`src/rtl/lsagu_pkg.sv`:
```
package lsagu_pkg;

   typedef enum logic [1:0] {
      SZ_BYTE = 2'b00,
      SZ_HALF = 2'b01,
      SZ_WORD = 2'b10
   } xfer_size_e;

   typedef struct packed {
      logic pre;
      logic up;
      logic bsel;
      logic wback;
      logic load;
   } amode_t;

   localparam logic [1:0] HK_SBYTE = 2'b10;
   localparam logic [1:0] HK_SHALF = 2'b11;

endpackage

```
`src/rtl/lsagu_offset.sv`:
```
module lsagu_offset #(
   parameter int DW    = 32,
   parameter int IMM_W = 4
) (
   input  logic             cls,
   input  logic             imm_sel,
   input  logic [DW-1:0]    off_reg,
   input  logic [IMM_W-1:0] imm_hi,
   input  logic [IMM_W-1:0] imm_lo,
   output logic [DW-1:0]    off
);
   localparam int PAD = DW - 2*IMM_W;

   logic [DW-1:0] imm_ext;
   assign imm_ext = {{PAD{1'b0}}, imm_hi, imm_lo};

   always_comb begin
      if (cls && imm_sel) off = imm_ext;
      else                off = off_reg;
   end
endmodule

```
`src/rtl/lsagu_addr.sv`:
```
module lsagu_addr #(
   parameter int DW          = 32,
   parameter int ADDER_STYLE = 1
) (
   input  logic [DW-1:0] base,
   input  logic [DW-1:0] off,
   input  logic          up,
   output logic [DW-1:0] sum
);
   generate
      if (ADDER_STYLE == 0) begin : g_dual
         logic [DW-1:0] s_add, s_sub;
         assign s_add = base + off;
         assign s_sub = base - off;
         assign sum   = up ? s_add : s_sub;
      end else begin : g_inv
         logic [DW-1:0] opnd;
         logic [DW-1:0] cin;
         assign opnd = off ^ {DW{~up}};
         assign cin  = {{(DW-1){1'b0}}, ~up};
         assign sum  = base + opnd + cin;
      end
   endgenerate
endmodule

```
`src/rtl/lsagu_extend.sv`:
```
module lsagu_extend
   import lsagu_pkg::*;
#(
   parameter int DW = 32
) (
   input  logic          cls,
   input  logic          bsel,
   input  logic          load,
   input  logic [1:0]    hs_kind,
   input  logic [DW-1:0] rdata,
   input  logic [DW-1:0] st_src,
   output xfer_size_e    size,
   output logic [DW-1:0] ld_data,
   output logic [DW-1:0] st_data
);
   logic [DW-1:0] zb_ld, zh_ld, sb_ld, sh_ld, zb_st, zh_st;

   assign zb_ld = {{(DW-8){1'b0}},  rdata[7:0]};
   assign zh_ld = {{(DW-16){1'b0}}, rdata[15:0]};
   assign sb_ld = {{(DW-8){rdata[7]}},   rdata[7:0]};
   assign sh_ld = {{(DW-16){rdata[15]}}, rdata[15:0]};
   assign zb_st = {{(DW-8){1'b0}},  st_src[7:0]};
   assign zh_st = {{(DW-16){1'b0}}, st_src[15:0]};

   always_comb begin
      if (!cls) begin
         size    = bsel ? SZ_BYTE : SZ_WORD;
         ld_data = bsel ? zb_ld : rdata;
         st_data = bsel ? zb_st : st_src;
      end else begin
         st_data = zh_st;
         size    = (load && hs_kind == HK_SBYTE) ? SZ_BYTE : SZ_HALF;
         case (hs_kind)
            HK_SBYTE: ld_data = sb_ld;
            HK_SHALF: ld_data = sh_ld;
            default:  ld_data = zh_ld;
         endcase
      end
   end
endmodule

```
`src/rtl/lsagu_top.sv`:
```
module lsagu_top
   import lsagu_pkg::*;
#(
   parameter int DW          = 32,
   parameter int RW          = 4,
   parameter int ADDER_STYLE = 1
) (
   input  logic          clk,
   input  logic          rst_n,
   input  logic          req_valid,
   input  logic [4:0]    mode,
   input  logic          cls,
   input  logic [1:0]    hs_kind,
   input  logic [DW-1:0] base,
   input  logic [DW-1:0] off_reg,
   input  logic [3:0]    imm_hi,
   input  logic [3:0]    imm_lo,
   input  logic [RW-1:0] rd_idx,
   input  logic [RW-1:0] rn_idx,
   input  logic [DW-1:0] st_src,
   input  logic [DW-1:0] rdata,
   output logic          out_valid,
   output logic [DW-1:0] ea,
   output logic          wb_en,
   output logic [DW-1:0] wb_val,
   output logic          is_load,
   output logic [1:0]    size,
   output logic [DW-1:0] ld_data,
   output logic [DW-1:0] st_data,
   output logic          hazard
);
   generate
      if (DW < 16 || DW > 64) begin : g_bad_dw
         $error("lsagu_top: DW must lie in 16..64");
      end
      if (RW < 1 || RW > 8) begin : g_bad_rw
         $error("lsagu_top: RW must lie in 1..8");
      end
      if (ADDER_STYLE != 0 && ADDER_STYLE != 1) begin : g_bad_style
         $error("lsagu_top: ADDER_STYLE must be 0 or 1");
      end
   endgenerate

   amode_t        m;
   logic [DW-1:0] off_n, sum_n, ea_n, ld_n, st_n;
   xfer_size_e    size_n;
   logic          wb_raw, haz_n;

   assign m = amode_t'(mode);

   lsagu_offset #(.DW(DW), .IMM_W(4)) u_off (
      .cls(cls), .imm_sel(m.bsel), .off_reg(off_reg),
      .imm_hi(imm_hi), .imm_lo(imm_lo), .off(off_n)
   );

   lsagu_addr #(.DW(DW), .ADDER_STYLE(ADDER_STYLE)) u_addr (
      .base(base), .off(off_n), .up(m.up), .sum(sum_n)
   );

   lsagu_extend #(.DW(DW)) u_ext (
      .cls(cls), .bsel(m.bsel), .load(m.load), .hs_kind(hs_kind),
      .rdata(rdata), .st_src(st_src),
      .size(size_n), .ld_data(ld_n), .st_data(st_n)
   );

   assign ea_n   = m.pre ? sum_n : base;
   assign wb_raw = ~m.pre | m.wback;
   assign haz_n  = m.load & wb_raw & (rd_idx == rn_idx);

   always_ff @(posedge clk) begin
      if (!rst_n) begin
         out_valid <= 1'b0;
         ea        <= '0;
         wb_en     <= 1'b0;
         wb_val    <= '0;
         is_load   <= 1'b0;
         size      <= 2'b00;
         ld_data   <= '0;
         st_data   <= '0;
         hazard    <= 1'b0;
      end else begin
         out_valid <= req_valid;
         if (req_valid) begin
            ea      <= ea_n;
            wb_en   <= wb_raw & ~haz_n;
            wb_val  <= sum_n;
            is_load <= m.load;
            size    <= size_n;
            ld_data <= ld_n;
            st_data <= st_n;
            hazard  <= haz_n;
         end
      end
   end
endmodule

```
`config.mk`:
```
export PLATFORM = sky130hd
export DESIGN_NAME = lsagu_top
export DESIGN_NICKNAME = d
export VERILOG_FILES = /design/src/rtl/lsagu_pkg.sv /design/src/rtl/lsagu_offset.sv /design/src/rtl/lsagu_addr.sv /design/src/rtl/lsagu_extend.sv /design/src/rtl/lsagu_top.sv
export SDC_FILE = /design/constraint.sdc
export NUM_CORES = 1
export LEC_CHECK = 0
export BUFFER_PORTS_ARGS = -buffer_cell sky130_fd_sc_hd__buf_4
export CAP_MARGIN = 25
export CORE_UTILIZATION = 46
export CTS_BUF_LIST = sky130_fd_sc_hd__clkbuf_4
export CTS_CLUSTER_DIAMETER = 100
export DETAILED_ROUTE_END_ITERATION = 7
export GPL_TIMING_DRIVEN = 0
export MAX_ROUTING_LAYER = met4
export PLACE_DENSITY = 0.79
export SLEW_MARGIN = 20
export SYNTH_ARGS = -nofsm -noshare
export SYNTH_HDL_FRONTEND = slang
export SYNTH_SLANG_ARGS = --single-unit
```
`constraint.sdc`:
```
create_clock -name clk -period 3 [get_ports clk]
set_input_delay 0.15 -clock clk [delete_from_list [all_inputs] [get_ports clk]]
set_output_delay 0.15 -clock clk [all_outputs]
set_load 0.03 [all_outputs]
```
# After elaboration in Yosys (flattened, before gate mapping)
# Index checks and enable logic that the tools add are counted.
[op_classes]
addsub = 2
bitwise = 8
reduce_logical = 2
muxes = 10
n_eq_ne = 3
[op_table]
columns = ["operator", "count"]
rows = [
  ["32-bit 2-to-1 mux", 6],
  ["32-bit case mux with 2 select lines", 1],
  ["32-bit by 1-bit adder with 32-bit output", 1],
  ["32-bit adder", 1],
  ["32-bit XOR", 1],
  ["2-bit equality test, second input constant", 2],
  ["4-bit equality test", 1],
  ["2-bit 2-to-1 mux", 2],
  ["1-bit AND", 3],
  ["1-bit inverter", 3],
  ["1-bit logical AND", 2],
  ["1-bit 2-to-1 mux", 1],
  ["1-bit bitwise OR", 1],
]
[word_totals]
ff_bits = 134
inputBits = 155
word_cells = 34
output_inout_bits = 134

# Depth between registers and ports, before layout
# Gate-level depths: netlist (run 1).
[logic_depth]
word_depth = 6
depth_mapped = 16
depth_no_buf = 14

# Hierarchy
# A second synthesis (run 1) with hierarchy kept.
[unflattened]
hier_cells = 888
hier_area_um2 = 8439.3
[modules_own_cells]
columns = ["module", "n_inst", "seq_area_each_um2", "cells_per_inst", "area_per_inst_um2"]
rows = [
  ["lsagu_top", 1, 2682.6, 480, 5427.7],
  ["lsagu_addr", 1, 0.0, 282, 2062.0],
  ["lsagu_extend", 1, 0.0, 90, 656.9],
  ["lsagu_offset", 1, 0.0, 36, 292.8],
]

# Least setup slack after synthesis (run 1)
# OpenSTA, ideal clock, no wires.
[synth_path]
path_type = "in2reg"
startpoint = "input port cls"
endpoint = "register wb_val[29]"
required_ns = 2.884
path_buffers = 1
stages = 13
path_slack_ns = -0.141
t_arrival_ns = 3.025
setup_ns = 0.116
cell_sequence = "nand2_1 buf_1 mux2i_1 xnor2_1 ha_1 nand3_1 a2111o_1 and2_4 o31ai_4 a32oi_1 o311a_1 mux2i_1 a31o_1"
[synth_via]
elab_chain_len = 5
[synth_lines]
columns = ["element", "line_no", "source"]
rows = [
  ["from (decl)", "lsagu_top.sv:12", "input logic cls,"],
  ["1-bit logical AND", "lsagu_offset.sv:18", "if (cls && imm_sel) off = imm_ext;"],
  ["32-bit 2-to-1 mux", "lsagu_offset.sv:18", ""],
  ["32-bit XOR", "lsagu_addr.sv:19", "assign opnd = off ^ {DW{~up}};"],
  ["32-bit adder", "lsagu_addr.sv:21", "assign sum = base + opnd + cin;"],
  ["32-bit by 1-bit adder with 32-bit output", "lsagu_addr.sv:21", ""],
  ["to (signal assigned)", "lsagu_top.sv:86", "wb_val <= sum_n;"],
  ["to (decl)", "lsagu_top.sv:25", "output logic [DW-1:0] wb_val,"],
]
# No other way between the ends.
# A chain may end at the register's enable or synchronous reset.

# Final worst setup path (run 1)
# Ends and elaborated chain as after synthesis.

==> flow_summary.toml, run 1 <==
[sta]
fin_crit_sh_pct = 93.8
setup_violations = 0
layout_min_cycle_time_ns = 2.82
layout_setup_ws_ns = 0.185
slew_headroom_pct = 37.1
grt_setup_unrepaired = "false"
hold_violations = 0
drv_slew = 0
clock_skew_ns = 0
max_slew.worst_pin.slew_ns = 0.943
max_freq_ghz = 0.355
tns_ns = 0

[floorplan]
placementRows = 45
dieArea_mm2 = 0.0165
ios = 289
die_width_um = 128
core_area_mm2 = 0.0154
initial_core_util_pct = 47.8
die_y_um = 128

[synthesis]
synth_xor_xnor_area_share_pct = 7.75
synth_top_flop_cell = "dfxtp_1"
synth_fp_nets = 1059
ys_types = 58
synth_warnings = 0
synth_top_area_share_pct = 36.5
synth_fa_ha_area_share_pct = 5.89
synth_compound_area_share_pct = 21.7
synth_edf_count = 0
post-synth-top-count-cell = "dfxtp_1"
ys_seq_area_share_pct = 36.5
ys_async_sr_fraction_pct = 0
netlist_area_mm2 = 0.00734
synthSimpleGateAreaFrac_pct = 14.2
syn_area_per_cell_um2 = 8.44
synthCells = 870
synth-seq-cells = 134
synthTopCellsByCount = "dfxtp_1 (134), nor2_1 (109), mux2i_1 (69)"
muxShareOfSynthArea_pct = 9.86
yosys-top-cells-area = "dfxtp_1 (37%), mux2i_1 (9.4%), xnor2_1 (6.0%)"
synth_top_family_by_area = "compound AO/OA/AOI/OAI gates"
yosysTopAreaCell = "dfxtp_1"

[detailed_routing]
drt_iter0_markers = 578
final_antenna_net_count = 0
drc = 0
routed_wl_mm = 29.1
routedWlPerCell_um = 19.5
vias = 8479
firstDrtPassIters = 8
viasPerCell = 5.67

[cts]
clockBufferDepth = 2
htree_levels = 4
clock-sinks = 134
cts_tree = "done"
cts.clk_slew.worst_paths_ns = 0.13
clk_latency_ns = 0.60
numCtsBuffers = 17
cts_root_buf = "clkbuf_4"

[hold_path]
holdPathEnd = "ea[1]"
hp-start = "base[1]"
hold_path.class = "input pin to flop"
hold_depth = 4

[global_route]
grt_pass1_wl_mm = 43.3
grt_pass1_vias = 8154
grt_max_degree = 17
grt_overflow_total = 0
track_usage_pct = 35.7
antenna_found_initial = 1

[critical_path]
crit_path_max_fanout = 10
r2r-end = "st_data[17]"
arrival_ns = 3.33
reg2reg_from = "st_data[17]"
critPathRequiredTime_ns = 3.51
reg2regPathDepth = 2
r2r_slack_ns = 1.85
start_kind = "input pin"
end_kind = "flop"
worstSetupPathType = "input pin to flop"

[power_and_ir_drop]
power.static_leakage_nw = 5.10
power.density_mw_per_mm2 = 497
vdd_drop_max_uv = 271
fin_total_pwr_w = 0.00550

[status]
status = "complete, no violations"

[place]
hpwlAfterDp_mm = 19.9
place_congestion = 0.916
io_buffers = 285
pre_cts_ws_ns = -0.866

[layout]
layout-drive-gt1-share_pct = 26.7
fin_nets = 1459
synthToLayoutAreaGrowth_pct = 50.8
fill_cells = 1166

[flow_run]
cap_violations = 0
-- cell usage in the layout (no fill, tap or decap), drive strengths merged, types with 11 or more instances in the layout --
cell and count:
mux2i 69, a21oi 60, nand3 17, inv 26, dfxtp 134, xnor2 50, a211oi 21, nor2 109
clkbuf 67, buf 294, xor2 15, nor3 11, ha 33, a22oi 41, nand2 62, a21o 13
dlygate4sd3 96, o21ai 60
-- through the flow --
step | cells | util [%] | area (µm²) | hold slack (ns)
floorplan | 870 | - | 7350 | 0.279
global placement | 1366 | 63.4 | 9750 | 0.383
detailed placement | 1366 | 63.4 | 9750 | 0.389
CTS | 1494 | 71.6 | 11000 | 0.00486
global route | 1495 | 72.0 | 11100 | 0.0202
finish | 1496 | 72.0 | 11100 | 0.00141
-- cells by family (layout without fill, tap and decap cells) --
family,Yosys count,count (layout)
xor gates and xnor gates,65,65
buffers and inverters,80,493
muxes,72,72
and+or+nand+nor,239,239
other,0,2
adders and majority gates,34,34
DFF,134,134
AOI/OAI and AO/OA,246,246
-- flip-flops by register name, indices dropped and copies added (netlist names) --
name       count
wb_val        32
ea            32
size           2
ld_data       32
hazard         1
st_data       32
wb_en          1
out_valid      1
is_load        1
-- how the worst max path moves through the flow --
stage,start,endpoint,slack (ns),cells past startpoint
after floorplan,cls,wb_val[29],0.04,13
after global placement,cls,wb_val[30],-0.87,17
after detailed placement,cls,wb_val[30],-0.87,17
after CTS,cls,wb_val[30],0.05,17
after global routing,cls,ea[29],0.01,16
final,cls,wb_val[29],0.18,14
-- worst max-delay path: stages --
cell and delay (ns):
buf_4 0.15, nand2_1 0.16, buf_6 0.21, mux2i_1 0.32, xnor2_1 0.13, ha_1 0.33
nand3_1 0.11, a2111o_1 0.43, and2_4 0.18, o31ai_4 0.27, a32oi_2 0.20, o311a_1 0.37
mux2i_1 0.13, a31o_1 0.18
-- layout make-up --
class	instances	area [µm²]	area share [%]
sequential	134	2680	24.2
inverter	21	78.8	0.712
tap	211	264	2.38
clock buffer	17	128	1.15
buffer	58	236	2.14
timing repair buffer	382	3110	28.1
antenna	2	5.00	0.0452
clock inverter	15	166	1.50
multi-input combinational	656	4410	39.8
-- metal layers --
metal | up-vias | share of wire [%] | track usage (%)
met5 | - | 0 | -
met3 | 135 | 8.2 | 9.06
met2 | 488 | 48 | 59.6
met4 | 0 | 5.9 | 20.6
met1 | 3944 | 38 | 38.5
li1 | 3912 | - | -
-- power by group --
part           switching [W]  internal (W)  leakage [nW]  total [W]
clock network       0.000800      0.000512         0.157    0.00131
logic                0.00125      0.000909          3.84    0.00216
registers          0.0000971       0.00194          1.10    0.00203
-- repair_timing --
action / in CTS / in global routing
hold endpoints to repair: 98 / 0
gates resized for setup: 5 / 17
setup endpoints to repair: 16 / 24
hold buffers: 96 / 0
setup buffers: 0 / 1
pin swaps: 0 / 1
Note: power is estimated with default switching activity, not from simulation.
==> run 2: changes to the inputs <==
--- a/config.mk
+++ b/config.mk
@@ -7,13 +7,13 @@
 export LEC_CHECK = 0
 export BUFFER_PORTS_ARGS = -buffer_cell sky130_fd_sc_hd__buf_4
 export CAP_MARGIN = 25
-export CORE_UTILIZATION = 46
+export CORE_UTILIZATION = 51
 export CTS_BUF_LIST = sky130_fd_sc_hd__clkbuf_4
 export CTS_CLUSTER_DIAMETER = 100
 export DETAILED_ROUTE_END_ITERATION = 7
 export GPL_TIMING_DRIVEN = 0
 export MAX_ROUTING_LAYER = met4
-export PLACE_DENSITY = 0.79
+export PLACE_DENSITY = 0.83
 export SLEW_MARGIN = 20
 export SYNTH_ARGS = -nofsm -noshare
 export SYNTH_HDL_FRONTEND = slang
==> constraint.sdc (replaced) <==
create_clock -name clk -period 2.6 [get_ports clk]
set_input_delay 0.13 -clock clk [delete_from_list [all_inputs] [get_ports clk]]
set_output_delay 0.13 -clock clk [all_outputs]
set_load 0.03 [all_outputs]
==> run 2 against run 1 <==
  * The flow now finishes with violations (negative hold slack, negative setup slack)
  * Total power up 23%
  * Non-clock buffer count up 7
  * Worst setup slack worse by 0.22 ns
  * Worst hold slack worse by 0.025 ns
  * Global-route usage up 6.3 points
  * Final area up 2.9%
  * Die area down 9.7%
  * Critical path type unchanged
  * Largest power group unchanged
==> flow_summary.toml, run 2 (synthesized netlist as in run 1, its figures left out) <==
[status]
status = "finished, violations left"
violations = "negative hold slack, negative setup slack"

[power_and_ir_drop]
p_clk_share_pct = 25.5
p_switching_w = 0.00261
power.density_mw_per_mm2 = 592
swShare_pct = 38.6
vdd_drop_max_uv = 357
seq_power_share_pct = 34.9
power.static_leakage_nw = 5.20
combPwrFrac_pct = 39.7
p_int_w = 0.00415

[place]
pre_cts_ws_ns = -0.730
dpl_cell_area_mm2 = 0.00978
hpwlAfterDp_mm = 19.8
dp_cells = 1335
io_buffers = 285
place_congestion = 0.935

[sta]
setup_violations = 1
hold_ws_ns = -0.0235
layout_setup_ws_ns = -0.0367
hold_violations = 1
slew_headroom_pct = 42.6
drv_slew = 0
max_freq_ghz = 0.379
grt_setup_unrepaired = "true"
layout_min_cycle_time_ns = 2.64
fin_crit_sh_pct = 101
max_slew.worst_pin.slew_ns = 0.862
clock_skew_ns = 0

[floorplan]
die_width_um = 122
dieArea_mm2 = 0.0149
die_y_um = 122
ios = 289
placementRows = 43
initial_core_util_pct = 52.5
core_area_mm2 = 0.0140

[cts]
htree_levels = 4
clockBufferDepth = 2
numCtsBuffers = 17
clock-sinks = 134
clk_latency_ns = 0.57
cts_tree = "done"
cts_root_buf = "clkbuf_4"
cts.clk_slew.worst_paths_ns = 0.14

[critical_path]
endpoint = "wb_val[29]"
reg2reg_from = "ld_data[10]"
r2r_slack_ns = 1.35
crit_path_max_fanout = 7
start_kind = "input pin"
crit_start = "cls"
r2r-end = "ld_data[10]"
end_kind = "flop"
critPathRequiredTime_ns = 3.08
reg2regPathDepth = 2
worstSetupPathType = "input pin to flop"
arrival_ns = 3.12

[flow_run]
cap_violations = 0

[detailed_routing]
routed_wl_mm = 31.2
drt_iter0_markers = 872
drc = 0
viasPerCell = 6.00
vias = 8831
firstDrtPassIters = 6
routedWlPerCell_um = 21.2
final_antenna_net_count = 0

[layout]
design_area_mm2 = 0.0114
fill_cells = 893
mostFrequentLayoutCells = "buf_4 (293), dfxtp_1 (134), nor2_1 (107)"
final_common_cell = "buf_4"
layout-drive-gt1-share_pct = 30.1
synthToLayoutAreaGrowth_pct = 55.2
fin_nets = 1466
layout.cells.non_filler = 1473

[global_route]
grt_pass1_wl_mm = 45.7
antenna_found_initial = 1
track_usage_pct = 42.0
grt_overflow_total = 0
grt_pass1_vias = 8658
grt_max_degree = 17

[hold_path]
hold_path.class = "input pin to flop"
run 2: cell types whose count changed in the layout (fill, tap and decap cells not counted), moves of 3 or more:
cell,previous run,this run
a21oi_2,1,8
clkbuf_2,3,0
a21oi_1,59,50
mux2i_1,69,65
xnor2_1,50,47
xnor2_2,0,3
buf_4,286,293
ha_1,33,30
run 2: metrics by stage:
step | TNS [ns] | hold WS (ns) | util (%) | total power [W]
2_1_floorplan | -0.192 | 0.259 | - | 0.00388
3_3_place_gp | -20.29 | 0.360 | 69.9 | 0.00467
3_5_place_dp | -21.21 | 0.370 | 69.9 | 0.00469
4_1_cts | 0 | 0.00530 | 79.6 | 0.00650
5_1_grt | -0.405 | 0.0177 | 81.5 | 0.00700
6_report | -0.0367 | -0.0235 | 81.5 | 0.00675
run 2: worst min-delay path by stage:
| stage | from | end | cells past startpoint |
|---|---|---|---|
| after floorplan | base[16] | ea[16] | 2 |
| after CTS | base[31] | ea[31] | 4 |
| after global placement | st_src[13] | st_data[13] | 3 |
| after global routing | base[30] | ea[30] | 5 |
| final | cls | size[0] | 5 |
| after detailed placement | st_src[21] | st_data[21] | 3 |
run 2: final cells by class:
| class | instances | area, µm² | area share (%) |
|---|---|---|---|
| inverter | 21 | 78.8 | 0.691 |
| antenna | 3 | 7.51 | 0.0659 |
| buffer | 58 | 250 | 2.20 |
| sequential | 134 | 2680 | 23.5 |
| clock inverter | 15 | 216 | 1.90 |
| tap | 180 | 225 | 1.98 |
| clock buffer | 17 | 128 | 1.12 |
| timing repair buffer | 389 | 3180 | 27.9 |
| multi-input combinational | 656 | 4630 | 40.6 |
run 2: power by group through the flow:
stage               registers, W  clock network (W)  logic, W
detailed placement       0.00238                  0   0.00231
finish                   0.00236            0.00172   0.00268
floorplan                0.00272                  0   0.00116
global placement         0.00238                  0   0.00228
global route             0.00237            0.00179   0.00284
CTS                      0.00234            0.00168   0.00248
run 2: timing repair:
action / 4_1_cts / 5_1_grt
gates cloned: 0 / 1
pin swaps: 4 / 14
setup buffers: 6 / 3
resized for setup: 9 / 42
setup endpoints to repair: 13 / 36
hold buffers: 94 / 0
endpoints found under the hold margin: 97 / 0
run 2: layer usage:
metal  vias up  global-route usage (%)  routed length, µm
met2       616                    68.3              15200
li1       3921                       -                  -
met1      4106                    43.9              10900
met4         0                    24.2               1890
met3       188                    14.7               3160
met5         -                       -                  0
run 2: critical path, stage by stage:
cell and delay [ns]:
buf_6 0.13, nand2_8 0.11, buf_12 0.13, mux2i_2 0.26, xnor2_1 0.15, ha_1 0.42, nand3_4 0.13, a2111o_1 0.34
and2_4 0.18, o31ai_4 0.24, a32oi_2 0.18, o311a_1 0.38, mux2i_1 0.14, a31o_1 0.19
